==> src/rtl/motion_irq.sv <==
module motion_irq #(
  parameter int DW = 12,
  parameter int TW = 7
) (
  input  logic                 clk,
  input  logic                 rst_n,
  input  logic                 sample_valid,
  input  logic signed [DW-1:0] ax,
  input  logic signed [DW-1:0] ay,
  input  logic signed [DW-1:0] az,
  input  logic                 wr_en,
  input  logic [1:0]           wr_addr,
  input  logic [7:0]           wr_data,
  input  logic                 rd_src,
  input  logic                 peer_irq,
  input  logic                 data_ready,
  input  logic                 boot_busy,
  output logic [7:0]           src,
  output logic                 pad_o,
  output logic                 pad_oe
);
  localparam int SW = TW + 1;
  localparam int SH = DW - SW;

  logic [7:0]    cfg_r;
  logic [TW-1:0] thr_r, dur_r, cnt_r;
  logic [4:0]    ctl_r;
  logic [5:0]    flags_r, ref_r;
  logic          ia_r;

  logic [DW-1:0] axis_v [3];
  logic [5:0]    ev, pat;
  logic          cond, hit, latch, hold;

  assign axis_v[0] = ax;
  assign axis_v[1] = ay;
  assign axis_v[2] = az;

  for (genvar i = 0; i < 3; i++) begin : g_axis
    logic [DW-1:0] mag;
    logic [SW-1:0] sc;
    logic          unused_lo;
    assign mag         = axis_v[i][DW-1] ? (~axis_v[i] + 1'b1) : axis_v[i];
    assign sc          = mag[DW-1:SH];
    assign unused_lo   = ^mag[SH-1:0];
    assign ev[2*i+1]   = sc > {1'b0, thr_r};
    assign ev[2*i]     = sc < {1'b0, thr_r};
  end

  assign pat = ev & cfg_r[5:0];

  always_comb begin
    unique case (cfg_r[7:6])
      2'b00:   cond = |pat;
      2'b10:   cond = (cfg_r[5:0] != 6'd0) && ((ev | ~cfg_r[5:0]) == 6'h3f);
      2'b11:   cond = $onehot(pat);
      default: cond = $onehot(pat) && (pat != ref_r);
    endcase
  end

  assign hit   = cond && (cnt_r >= dur_r);
  assign latch = ctl_r[0];
  assign hold  = latch && ia_r && !rd_src;

  always_ff @(posedge clk or negedge rst_n) begin
    if (!rst_n) begin
      cfg_r <= '0; thr_r <= '0; dur_r <= '0; ctl_r <= '0;
    end else if (wr_en) begin
      case (wr_addr)
        2'd0: cfg_r <= wr_data;
        2'd1: thr_r <= wr_data[TW-1:0];
        2'd2: dur_r <= wr_data[TW-1:0];
        default: ctl_r <= wr_data[4:0];
      endcase
    end
  end

  logic unused_wr;
  assign unused_wr = ^wr_data[7:TW];

  always_ff @(posedge clk or negedge rst_n) begin
    if (!rst_n) begin
      cnt_r <= '0; ref_r <= '0; ia_r <= 1'b0; flags_r <= '0;
    end else begin
      if (sample_valid) begin
        if (!cond)              cnt_r <= '0;
        else if (cnt_r < dur_r) cnt_r <= cnt_r + 1'b1;
        if (hit) ref_r <= pat;
      end
      if (sample_valid && !hold) begin
        ia_r    <= hit;
        flags_r <= pat;
      end else if (latch && rd_src) begin
        ia_r <= 1'b0;
      end
    end
  end

  assign src = {1'b0, ia_r, flags_r};

  logic lvl, act;
  always_comb begin
    unique case (ctl_r[4:3])
      2'b00:   lvl = ia_r;
      2'b01:   lvl = ia_r | peer_irq;
      2'b10:   lvl = data_ready;
      default: lvl = boot_busy;
    endcase
  end

  assign act    = lvl ^ ctl_r[1];
  assign pad_o  = ctl_r[2] ? 1'b0 : act;
  assign pad_oe = ctl_r[2] ? !act : 1'b1;
endmodule

==> config.mk <==
export PLATFORM = sky130hd
export DESIGN_NAME = motion_irq
export DESIGN_NICKNAME = d
export VERILOG_FILES = /design/src/rtl/motion_irq.sv
export SDC_FILE = /design/constraint.sdc
export NUM_CORES = 1
export LEC_CHECK = 0
export BUFFER_PORTS_ARGS = -buffer_cell sky130_fd_sc_hd__buf_2
export CAP_MARGIN = 20
export CORE_ASPECT_RATIO = 1.4
export CORE_UTILIZATION = 30
export DETAILED_ROUTE_END_ITERATION = 6
export REMOVE_ABC_BUFFERS = 1
export SETUP_SLACK_MARGIN = 0.3
export SLEW_MARGIN = 15
export SYNTH_ARGS = -nofsm -noshare
export SYNTH_HDL_FRONTEND = slang
export SYNTH_SLANG_ARGS = --single-unit
==> constraint.sdc <==
create_clock -name clk -period 6.7 [get_ports clk]
set_clock_uncertainty 0.05 [all_clocks]
set_input_delay 1.005 -clock clk [delete_from_list [all_inputs] [get_ports clk]]
set_output_delay 1.005 -clock clk [all_outputs]
set_load 0.02 [all_outputs]
==> results.ini <==
[logic_synthesis]
ys_warn_count=0
synthAdderAreaFrac_pct=12.6
synth_top_family_by_area=simple AND/OR/NAND/NOR gates
ys_seq_area_share_pct=33.1
netlist_instances=357
ys_ff_latch=47
synth_edf_count=0
synth_area_leaders=dfrtp_1 33%, ha_1 11%, mux2_2 9.2%, xnor2_1 5.2%, o21ai_0 3.2%
muxShareOfSynthArea_pct=12.3
netlist_area_sq_um=3560
syn_avg_cell_area_sq_um=9.96
synth_top_area_share_pct=33.1
synth-main-ff-cell=dfrtp_1
synth.distinct_cells=63
async_flop_share_pct=100
yosysTopAreaCell=dfrtp_1
synthXorXnorAreaFrac_pct=5.91
synth_compound_area_share_pct=14.7
synth-simple-area-share_pct=17.3

[timing]
period_share_pct=89.2
max_slew_margin_pct=47.4
setup_viol=0
min_period_ns=5.98
final.setup.tns_ns=0
max_freq_mhz=167
hold_viol=0
rsz0062_at_grt=no
fin_ws_ns=0.722
worst_slew_pin_slew_ns=0.785
maxSlewViolCount=0

[setup_path]
cp_max_fo=7
endpoint_kind=register
cp_cell_sequence=buf_2 -> nor4_2 -> nand2_1 -> o31ai_1 -> xnor2_1 -> ha_1 -> and3_1 -> a221oi_1 -> a21o_2 -> a21boi_2 -> fa_1 -> fa_1 -> ha_1 -> fa_1 -> nor3b_1 -> nand4b_1 -> o21a_1 -> mux2_4
cpPeakStageDelay_ns=0.53
cp.arrival_ns=6.10
required_ns=6.82
crit_path_frequent_cell=fa_1
ff2ff_setup_slack_ns=1.98
crit_type=in -> reg
slowest_stage=fa_1
start_kind=input pin

[global_route]
grt_pass1_vias=3160
grt_pass1_wl_mm=14.5
grt_max_degree=48
grt_overflow=0
track_usage_pct=15.2
antenna_found_initial=0

[floorplanning]
die_y_microns=131
die_area_sq_um=12300
io_pins=64
initial_core_util_pct=31.1
die_w_microns=94.0
rows=46
core_sq_um=11500

[cts]
cts_hold_buf=0
clk_latency_ns=0.29
numCtsBuffers=5
tritoncts=yes
cts_buffer_depth=2
cts-root-buf=clkbuf_16
post_cts_resize_count=0
cts_sinks=47
htree_levels=2
postCtsSetupBuffers=0
clk_pin_slew_ns=0.06

[placement]
gp_congestion=0.810
pre_cts_ws_ns=0.394
dp_hpwl_mm=7.17
portBuffers=62

[final_layout]
final_common_cell=buf_2
nFillCells=1155
multi_input_area_sq_um=2240
insertedDiodeCount=0
drive_gt1_share_pct=30.0
final_cell_mix=61 x buf_2, 47 x dfrtp_1, 31 x ha_1
final_nets=510
seqCellArea_sq_um=1180
syn_to_final_growth_pct=17.3

[route]
wirelength_mm=8.73
num_vias=2917
dr.pass1.iters=4
vias_per_cell=5.14
drtIter0Drc=58
wl_per_cell_microns=15.4
final_antenna_net_count=0
drc_errors=0

[power_and_ir_drop]
leakage_nw=1.94
max-vdd-ir-drop_uv=169
power_density_nw_per_um2=274

[flow_run]
drv_cap=0

[hold_path]
hp-class=reg -> reg

[outcome]
status=complete, no violations

==> kinds of logic after synthesis <==
logic type | count (synthesis)
AO/OA/AOI/OAI | 76
XOR/XNOR | 24
adder cells (fa/ha/maj) | 34
buffers and inverters | 32
flip-flops | 47
multiplexers | 38
other | 1
AND/OR/NAND/NOR | 105
==> cell usage after synthesis (3+ instances only) <==
master	instances
mux2_4	4
mux2i_1	5
inv_1	26
and3_1	3
o31ai_1	5
nor3b_1	3
nand3_1	16
a21oi_1	12
nor4_2	3
ha_1	31
nand3b_1	3
nor2b_1	4
fa_1	3
xor2_1	3
o21ai_0	23
a21o_1	7
nor2_1	13
nand4_1	9
mux2_2	29
xnor2_1	21
o21a_1	3
nand2_1	29
dfrtp_1	47
==> flip-flops by register name, summed over array words and instances, names as in the netlist <==
signal   flops
dur_r        7
cfg_r        8
cnt_r        7
ia_r         1
thr_r        7
ref_r        6
ctl_r        5
flags_r      6
==> critical path: cells and delay by family <==
family	cells	cell delay (ns)
AOI/OAI and AO/OA	5	1.34
and+or+nand+nor	5	1.24
adders and majority gates	5	1.88
buffers and inverters	1	0.11
muxes	1	0.35
xor gates and xnor gates	1	0.16
==> routing by layer <==
metal	wire length, microns	up-vias	global-route usage, %
met5	0	-	0
met4	274	0	7.42
met3	287	19	2.20
met2	4720	63	29.5
met1	3440	1396	15.6
li1	-	1439	-
==> area by class of cell <==
type	instances	share of cell area [%]
Multi-Input combinational cell	278	53.6
Sequential cell	47	28.2
Timing Repair Buffer	64	7.86
Tap cell	144	4.32
Clock buffer	5	3.00
Inverter	26	2.34
Clock inverter	3	0.660
==> path summary, 6_finish.rpt <==
path	endpoint	startpoint	depth (start not counted)
max reg2reg	ref_r[2]$_DFFE_PN0P_	thr_r[2]$_DFFE_PN0P_	16
max	ref_r[2]$_DFFE_PN0P_	ay[7]	18
min	flags_r[4]$_DFFE_PN0P_	flags_r[4]$_DFFE_PN0P_	2
min in group asynchronous	flags_r[0]$_DFFE_PN0P_	rst_n	1
min reg2reg	flags_r[4]$_DFFE_PN0P_	flags_r[4]$_DFFE_PN0P_	2
max in group asynchronous	cfg_r[2]$_DFFE_PN0P_	rst_n	1
==> through the flow <==
stage                     hold WS, ns  utilization (%)  total power (W)  std cells  area, sq um
final                           0.433             36.4          0.00114        567         4170
after global placement          0.420             35.1         0.000869        559         4020
after CTS                       0.442             36.4          0.00116        567         4170
after global routing            0.472             36.4          0.00123        567         4170
after detailed placement        0.423             35.1         0.000895        559         4020
after floorplan                 0.429                -         0.000738        351         3510
==> power by group <==
part           total (W)  internal, W  switching (W)  leakage (nW)
sequential      0.000405     0.000350      0.0000555         0.584
combinational   0.000481     0.000219       0.000262          1.28
clock           0.000256     0.000142       0.000114        0.0723
total            0.00114     0.000711       0.000432          1.94
Power figures use the tool's default switching activity.
